`src/rtl/cfgreg_pkg.sv`:
```
package cfgreg_pkg;

    typedef enum logic [2:0] {
        ST_EDGE_PLAIN,
        ST_EDGE_ARST,
        ST_EDGE_SR,
        ST_EDGE_ALOAD,
        ST_LEVEL
    } store_kind_e;

    function automatic bit cfg_legal(bit has_clk, bit has_ce, bit has_srst,
                                     bit has_arst, bit has_aload, bit has_sr);
        int n_rst;
        n_rst = int'(has_srst) + int'(has_arst) + int'(has_sr);
        if (n_rst > 1) return 1'b0;
        if (has_clk && has_aload && n_rst != 0) return 1'b0;
        if (!has_clk && (has_ce || has_srst)) return 1'b0;
        return 1'b1;
    endfunction

    function automatic store_kind_e pick_kind(bit has_clk, bit has_arst,
                                              bit has_aload, bit has_sr);
        if (has_clk && has_aload) return ST_EDGE_ALOAD;
        if (has_clk && has_sr)    return ST_EDGE_SR;
        if (has_clk && has_arst)  return ST_EDGE_ARST;
        if (has_clk)              return ST_EDGE_PLAIN;
        return ST_LEVEL;
    endfunction

    function automatic logic to_active(bit pol, logic lvl);
        return pol ? lvl : ~lvl;
    endfunction

endpackage

```
`src/rtl/cfgreg_ctl.sv`:
```
module cfgreg_ctl #(
    parameter int WIDTH     = 8,
    parameter bit HAS_CLK   = 1'b1,
    parameter bit HAS_CE    = 1'b0,
    parameter bit HAS_SRST  = 1'b0,
    parameter bit HAS_ARST  = 1'b0,
    parameter bit HAS_ALOAD = 1'b0,
    parameter bit HAS_SR    = 1'b0,
    parameter bit POL_CLK   = 1'b1,
    parameter bit POL_CE    = 1'b1,
    parameter bit POL_SRST  = 1'b1,
    parameter bit POL_ARST  = 1'b1,
    parameter bit POL_ALOAD = 1'b1,
    parameter bit POL_CLR   = 1'b1,
    parameter bit POL_SET   = 1'b1
) (
    input  logic             clk_i,
    input  logic             ce_i,
    input  logic             srst_i,
    input  logic             arst_i,
    input  logic             aload_i,
    input  logic [WIDTH-1:0] clr_i,
    input  logic [WIDTH-1:0] set_i,
    output logic             ck_o,
    output logic             ce_o,
    output logic             srst_o,
    output logic             arst_o,
    output logic             aload_o,
    output logic [WIDTH-1:0] clr_o,
    output logic [WIDTH-1:0] set_o
);
    import cfgreg_pkg::*;

    localparam logic [WIDTH-1:0] CLR_FLIP = POL_CLR ? '0 : '1;
    localparam logic [WIDTH-1:0] SET_FLIP = POL_SET ? '0 : '1;

    // Every output is active-high; a disabled feature reads as idle.
    assign ck_o    = HAS_CLK   ? to_active(POL_CLK, clk_i)     : 1'b0;
    assign ce_o    = HAS_CE    ? to_active(POL_CE, ce_i)       : 1'b1;
    assign srst_o  = HAS_SRST  ? to_active(POL_SRST, srst_i)   : 1'b0;
    assign arst_o  = HAS_ARST  ? to_active(POL_ARST, arst_i)   : 1'b0;
    assign aload_o = HAS_ALOAD ? to_active(POL_ALOAD, aload_i) : 1'b0;
    assign clr_o   = HAS_SR    ? (clr_i ^ CLR_FLIP)            : '0;
    assign set_o   = HAS_SR    ? (set_i ^ SET_FLIP)            : '0;

endmodule

```
`src/rtl/cfgreg_next.sv`:
```
module cfgreg_next #(
    parameter int               WIDTH        = 8,
    parameter bit               CE_OVER_SRST = 1'b0,
    parameter logic [WIDTH-1:0] SRST_VAL     = '0
) (
    input  logic             ce_i,
    input  logic             srst_i,
    input  logic [WIDTH-1:0] d_i,
    output logic             ld_o,
    output logic [WIDTH-1:0] val_o
);
    typedef struct packed {
        logic             ld;
        logic [WIDTH-1:0] val;
    } nxt_t;

    nxt_t nxt_d;

    always_comb begin
        nxt_d.ld  = 1'b0;
        nxt_d.val = d_i;
        if (CE_OVER_SRST) begin
            // enable gates both the reset and the data load
            if (ce_i) begin
                nxt_d.ld  = 1'b1;
                nxt_d.val = srst_i ? SRST_VAL : d_i;
            end
        end else begin
            // reset acts on every edge; enable gates only the data load
            if (srst_i) begin
                nxt_d.ld  = 1'b1;
                nxt_d.val = SRST_VAL;
            end else if (ce_i) begin
                nxt_d.ld  = 1'b1;
            end
        end
    end

    assign ld_o  = nxt_d.ld;
    assign val_o = nxt_d.val;

endmodule

```
`src/rtl/cfgreg_store.sv`:
```
module cfgreg_store #(
    parameter int                       WIDTH    = 8,
    parameter cfgreg_pkg::store_kind_e  KIND     = cfgreg_pkg::ST_EDGE_PLAIN,
    parameter logic [WIDTH-1:0]         INIT_VAL = '0,
    parameter logic [WIDTH-1:0]         ARST_VAL = '0
) (
    input  logic             ck_i,
    input  logic             ld_i,
    input  logic [WIDTH-1:0] val_i,
    input  logic             arst_i,
    input  logic             aload_i,
    input  logic [WIDTH-1:0] ad_i,
    input  logic [WIDTH-1:0] clr_i,
    input  logic [WIDTH-1:0] set_i,
    output logic [WIDTH-1:0] q_o
);
    import cfgreg_pkg::*;

    logic unused_sink;
    assign unused_sink = ^{ck_i, ld_i, val_i, arst_i, aload_i, ad_i, clr_i, set_i};

    generate
        if (KIND == ST_EDGE_PLAIN) begin : g_plain
            logic [WIDTH-1:0] reg_q = INIT_VAL;
            always_ff @(posedge ck_i) begin
                if (ld_i) reg_q <= val_i;
            end
            assign q_o = reg_q;
        end else if (KIND == ST_EDGE_ARST) begin : g_arst
            logic [WIDTH-1:0] reg_q = INIT_VAL;
            always_ff @(posedge ck_i or posedge arst_i) begin
                if (arst_i)    reg_q <= ARST_VAL;
                else if (ld_i) reg_q <= val_i;
            end
            assign q_o = reg_q;

            arst_force_chk: assert property (@(posedge ck_i) arst_i |-> q_o == ARST_VAL)
                else $error("async reset did not hold the reset constant");
        end else if (KIND == ST_EDGE_ALOAD) begin : g_aload
            logic [WIDTH-1:0] reg_q = INIT_VAL;
            always_ff @(posedge ck_i or posedge aload_i) begin
                if (aload_i)   reg_q <= ad_i;
                else if (ld_i) reg_q <= val_i;
            end
            assign q_o = aload_i ? ad_i : reg_q;
        end else if (KIND == ST_EDGE_SR) begin : g_sr
            for (genvar b = 0; b < WIDTH; b++) begin : g_bit
                logic bit_q = INIT_VAL[b];
                always_ff @(posedge ck_i or posedge clr_i[b] or posedge set_i[b]) begin
                    if (clr_i[b])      bit_q <= 1'b0;
                    else if (set_i[b]) bit_q <= 1'b1;
                    else if (ld_i)     bit_q <= val_i[b];
                end
                assign q_o[b] = bit_q;

                clr_wins_chk: assert property (@(posedge ck_i) clr_i[b] |-> !q_o[b])
                    else $error("bit with clear active did not read zero");
            end
        end else begin : g_level
            for (genvar b = 0; b < WIDTH; b++) begin : g_bit
                logic bit_q = INIT_VAL[b];
                always_latch begin
                    if (clr_i[b])      bit_q = 1'b0;
                    else if (set_i[b]) bit_q = 1'b1;
                    else if (arst_i)   bit_q = ARST_VAL[b];
                    else if (aload_i)  bit_q = ad_i[b];
                end
                assign q_o[b] = bit_q;
            end
        end
    endgenerate

endmodule

```
`src/rtl/cfgreg_cell.sv`:
```
module cfgreg_cell #(
    parameter int               WIDTH        = 8,
    parameter bit               HAS_CLK      = 1'b1,
    parameter bit               HAS_CE       = 1'b1,
    parameter bit               HAS_SRST     = 1'b1,
    parameter bit               HAS_ARST     = 1'b0,
    parameter bit               HAS_ALOAD    = 1'b0,
    parameter bit               HAS_SR       = 1'b0,
    parameter bit               CE_OVER_SRST = 1'b0,
    parameter bit               POL_CLK      = 1'b1,
    parameter bit               POL_CE       = 1'b1,
    parameter bit               POL_SRST     = 1'b1,
    parameter bit               POL_ARST     = 1'b1,
    parameter bit               POL_ALOAD    = 1'b1,
    parameter bit               POL_CLR      = 1'b1,
    parameter bit               POL_SET      = 1'b1,
    parameter logic [WIDTH-1:0] INIT_VAL     = '0,
    parameter logic [WIDTH-1:0] ARST_VAL     = '0,
    parameter logic [WIDTH-1:0] SRST_VAL     = '0
) (
    input  logic             clk_i,
    input  logic             ce_i,
    input  logic             srst_i,
    input  logic             arst_i,
    input  logic             aload_i,
    input  logic [WIDTH-1:0] d_i,
    input  logic [WIDTH-1:0] ad_i,
    input  logic [WIDTH-1:0] clr_i,
    input  logic [WIDTH-1:0] set_i,
    output logic [WIDTH-1:0] q_o
);
    import cfgreg_pkg::*;

    localparam bit          LEGAL = cfg_legal(HAS_CLK, HAS_CE, HAS_SRST,
                                              HAS_ARST, HAS_ALOAD, HAS_SR);
    localparam store_kind_e KIND  = pick_kind(HAS_CLK, HAS_ARST, HAS_ALOAD, HAS_SR);


    initial begin
        legal_cfg_chk: assert (LEGAL)
            else $error("illegal feature combination for cfgreg_cell");
    end

    logic             ck, ce_a, srst_a, arst_a, ald_a;
    logic [WIDTH-1:0] clr_a, set_a;
    logic             ld;
    logic [WIDTH-1:0] nval;
    logic             async_any;

    cfgreg_ctl #(
        .WIDTH(WIDTH), .HAS_CLK(HAS_CLK), .HAS_CE(HAS_CE), .HAS_SRST(HAS_SRST),
        .HAS_ARST(HAS_ARST), .HAS_ALOAD(HAS_ALOAD), .HAS_SR(HAS_SR),
        .POL_CLK(POL_CLK), .POL_CE(POL_CE), .POL_SRST(POL_SRST),
        .POL_ARST(POL_ARST), .POL_ALOAD(POL_ALOAD), .POL_CLR(POL_CLR), .POL_SET(POL_SET)
    ) u_ctl (
        .clk_i(clk_i), .ce_i(ce_i), .srst_i(srst_i), .arst_i(arst_i),
        .aload_i(aload_i), .clr_i(clr_i), .set_i(set_i),
        .ck_o(ck), .ce_o(ce_a), .srst_o(srst_a), .arst_o(arst_a),
        .aload_o(ald_a), .clr_o(clr_a), .set_o(set_a)
    );

    cfgreg_next #(
        .WIDTH(WIDTH), .CE_OVER_SRST(CE_OVER_SRST), .SRST_VAL(SRST_VAL)
    ) u_next (
        .ce_i(ce_a), .srst_i(srst_a), .d_i(d_i), .ld_o(ld), .val_o(nval)
    );

    cfgreg_store #(
        .WIDTH(WIDTH), .KIND(KIND), .INIT_VAL(INIT_VAL), .ARST_VAL(ARST_VAL)
    ) u_store (
        .ck_i(ck), .ld_i(ld), .val_i(nval), .arst_i(arst_a), .aload_i(ald_a),
        .ad_i(ad_i), .clr_i(clr_a), .set_i(set_a), .q_o(q_o)
    );

    assign async_any = arst_a | ald_a | (|clr_a) | (|set_a);

    generate
        if (HAS_CLK && HAS_CE && HAS_SRST && CE_OVER_SRST) begin : g_chk_ce_over

            ce_gates_srst_chk: assert property (@(posedge ck) disable iff (async_any)
                !ce_a |-> !ld)
                else $error("inactive enable did not block the edge");
        end
        if (HAS_CLK && HAS_SRST && !CE_OVER_SRST) begin : g_chk_srst

            srst_wins_chk: assert property (@(posedge ck) disable iff (async_any)
                srst_a |-> (ld && nval == SRST_VAL))
                else $error("sync reset did not load its constant");
        end
    endgenerate

endmodule

```
`config.mk`:
```
export PLATFORM = sky130hd
export DESIGN_NAME = cfgreg_cell
export DESIGN_NICKNAME = d
export VERILOG_FILES = /design/src/rtl/cfgreg_pkg.sv /design/src/rtl/cfgreg_ctl.sv /design/src/rtl/cfgreg_next.sv /design/src/rtl/cfgreg_store.sv /design/src/rtl/cfgreg_cell.sv
export SDC_FILE = /design/constraint.sdc
export NUM_CORES = 1
export LEC_CHECK = 0
export BUFFER_PORTS_ARGS = -buffer_cell sky130_fd_sc_hd__buf_2
export CAP_MARGIN = 20
export CORE_AREA = 10 10 47 49
export DETAILED_ROUTE_END_ITERATION = 8
export DIE_AREA = 0 0 57 59
export PLACE_DENSITY_LB_ADDON = 0.05
export SLEW_MARGIN = 20
export SYNTH_ARGS = -nofsm -noshare
export SYNTH_HDL_FRONTEND = slang
export SYNTH_SLANG_ARGS = --single-unit
```
`constraint.sdc`:
```
create_clock -name clk_i -period 0.8 [get_ports clk_i]
set_input_delay 0.12 -clock clk_i [delete_from_list [all_inputs] [get_ports clk_i]]
set_output_delay 0.12 -clock clk_i [all_outputs]
set_load 0.01 [all_outputs]
```
; After elaboration in Yosys (flattened, before gate mapping)
; Index checks and enable logic that the tools add are counted.
[classes]
n_addsub = 0
mul = 0
n_div = 0
n_lt_le_gt_ge = 0
n_eq_ne = 0
n_shift = 0
mux = 2
n_bitwise = 0
reduce_logical = 0
[ops]
columns = operator, count
row1 = 1-bit two-way mux, 2
[word_totals]
regBits = 8
latch_bits = 0
mem_bits_rw = 0
mem_bits_ro = 0
in_bits = 37
output_inout_bits = 8
wordCells = 3
mem_count = 0

; Depth between registers and ports, before layout
[logic_depth]
word_depth = 2
ltp_mapped = 1
ltp_nobuf = 1

; Cells and area by module
; From an unflattened synthesis, not the netlist that was laid out.
[hier_totals]
hier_cells = 39
area_unflattened_um2 = 457.9
[by_module_without_submodules]
columns = module, instances, cells_each, area_each_um2, seq_area_each_um2
row1 = cfgreg_store, 1, 8, 240.2, 240.2
row2 = cfgreg_ctl, 1, 22, 161.4, 0.0
row3 = cfgreg_next, 1, 9, 56.3, 0.0

; Worst setup path before layout
; OpenSTA, ideal clock, no wires.
[synth_timing]
path_kind = input to register
startpoint = input srst_i
endpoint = register u_store.g_plain.reg_q[0] (netlist: u_store.q_o[0]), enable pin
setup_time_ns = 0.283
t_arrival_ns = 0.432
required_time_ns = 0.517
setup_slack_ns = 0.085
path_stages = 1
n_path_buf = 0
cell_sequence = or2_1
[synth_via]
elab_chain_len = 1
[synth_lines]
columns = element, line
row1 = start: declaration, cfgreg_cell.sv:23  ; input logic srst_i,
row2 = 1-bit two-way mux, cfgreg_next.sv:30  ; if (srst_i) begin
row3 = end signal: assignment, cfgreg_store.sv:26  ; if (ld_i) reg_q <= val_i;
row4 = end: declaration, cfgreg_store.sv:24  ; logic [WIDTH-1:0] reg_q = INIT_VAL;
; No other way between the ends.
; A chain may end at the register's enable or synchronous reset.

; Final worst setup path
[layout_timing]
startpoint = register u_store.g_plain.reg_q[5] (netlist: u_store.q_o[5])
endpoint = output q_o[5]
[layout_rtl]
columns = element, line
row1 = end: declaration, cfgreg_cell.sv:30  ; output logic [WIDTH-1:0] q_o
; No word-level cell between the ends.

==> metrics.txt <==
max reg flops 8; Synth area leader edfxtp_1; Area Growth Syn to Fin 47.26%; Mapped Area 296.5 sq um; Die W 57 um; failing checks negative setup slack; initial antenna violation count 0; post-synthesis cell count 17; Static Leak 0.1968 nW; total grt overflow 0; critical path required time 680 ps; RSZ-0062 raised after global routing yes; most common cell after layout, fill and taps aside buf_2; clk buf depth 2; CP bufs+invs 1; met3 Track Usage GR 0.02361; CTS Hold Bufs 0; initial core utilization 0.2116; ranking of synthesized cells by area edfxtp_1 (81%), nor2b_1 (17%), or2_1 (2.1%); Fillers roughly 160; cells along the critical path buf_2; Achievable Freq around 1100 MHz; htree depth 1; largest net degree at the start of global routing 9; most frequent cells in the layout buf_2 (18), nor2b_1 (8), edfxtp_1 (8), clkbuf_4 (3); CTS sink cnt 8; CTS Root Cell clkbuf_4; hold endpoint u_store.q_o[6]; syn_nets 54; sequential area share after synthesis 0.8101; hold path depth 2; PnR worst setup slack -73.83 ps; Port Buf Inserts 18; Hold Slack 165.4 ps; fin crit period about 870 ps; Relative slew margins 0.7683; iteration-0 DRC count of the detailed router 3; Least-Margin Pin Slew 347.6 ps; Final Hold Fails 0; flops & latches, synth 8; vias per cell 3.727; met2 usage 0.06512; DRC errors left 0; Worst IR Drop VDD 0.0007674 V; final setup vio count 8; die height 59 um; final setup TNS -453.4 ps; Via Count 205; Ports 45; synth unique cells 3; Final #Nets 78; Synth warnings 0; Total GRT Usage 0.04216; Crit path arrival time 750 ps; die area approximately 3400 sq um; busiest layer in global routing met2; hold wc startpoint d_i[6]; critical path's slowest cell edfxtp_1; Rows 14; vias in the first global route around 230; TritonCTS clock tree done; number of CTS-inserted buffers 3; first-pass GRT wire length roughly 1100 um; Reg clk slew, reported paths 50 ps; DR WL/cell 11.71 um; area fraction of the dominant cell type after synthesis 0.8101; core footprint 1401 sq um; total routed wirelength 644 um; GR Layer Usage met1 0.03136; Crit path max-delay family flip-flops; share of cells above drive strength 1 0.5641; PwrDens 2099 nW/um^2; syn_area_per_cell 17.44 sq um; Hold Path Class in2reg; crit path launch type flop; Final Wtd Congestion between 0.6 and 0.7; crit end category output pin; Pre-antenna DRT Iters 3; Largest stage delay, worst path 360 ps; antenna-violating nets left 0; fin. max-slew vios 0; worst-path maximum fanout 1; Antenna diodes 0; maxcap violations 0; final worst path period share 1.092; Crit Path Class reg2out; status complete, but fails checks
Yosys cell counts:
cell type,instances
nor2b_1,8
or2_1,1
edfxtp_1,8
kinds of logic (layout without fill, tap and decap cells):
logic type,Yosys count,after routing,synth area share
AND/OR/NAND/NOR,9,9,0.1899
buffers and inverters,0,22,0
flip-flops,8,8,0.8101
how the worst max path moves through the flow:
stage	slack (ps)	endpoint	from	cells after the start
finish	-70	q_o[5]	u_store.q_o[5]	1
global route	-100	q_o[2]	u_store.q_o[2]	1
CTS	-90	q_o[5]	u_store.q_o[5]	1
detailed placement	-80	u_store.q_o[7]	srst_i	2
global placement	-70	u_store.q_o[4]	srst_i	2
floorplan	80	u_store.q_o[0]	srst_i	1
per-stage QoR:
step	instance area (sq um)	setup slack (ps)	std cells	util	total power [mW]
after floorplan	296.5	84.57	17	-	0.5638
after global placement	414.1	-74.13	52	0.2955	0.6333
after detailed placement	414.1	-78.69	52	0.2955	0.6352
after CTS	436.7	-91.55	55	0.3116	0.9336
after global routing	436.7	-102.3	55	0.3116	0.9605
final	436.7	-73.83	55	0.3116	0.9165
layout make-up:
type	count	area, sq um	share of cell area
sequential	8	240.2	0.5501
multi-input combinational	9	56.30	0.1289
clock buffer	3	22.52	0.05158
timing repair buffer	19	97.59	0.2235
tap	16	20.02	0.04585
what timing repair did:
item,4_1_cts,5_1_grt
endpoints found under the setup margin,8,8
buffers inserted,0,0
gates resized for setup,0,0
power by group:
part	switching [mW]	leakage (nW)	internal, mW	total, mW
Clock	0.124	0.0138	0.171	0.295
Combinational	0.0557	0.0982	0.0554	0.111
Sequential	0.00689	0.0847	0.504	0.511
Total	0.187	0.197	0.730	0.917
metal layers:
| metal | share of wire | routed length (um) |
|---|---|---|
| met5 | 0 | 0 |
| met4 | 0.042 | 27 |
| met2 | 0.45 | 292 |
| met3 | 0.14 | 87 |
| met1 | 0.37 | 237 |
Note: power is estimated with default switching activity, not from simulation.
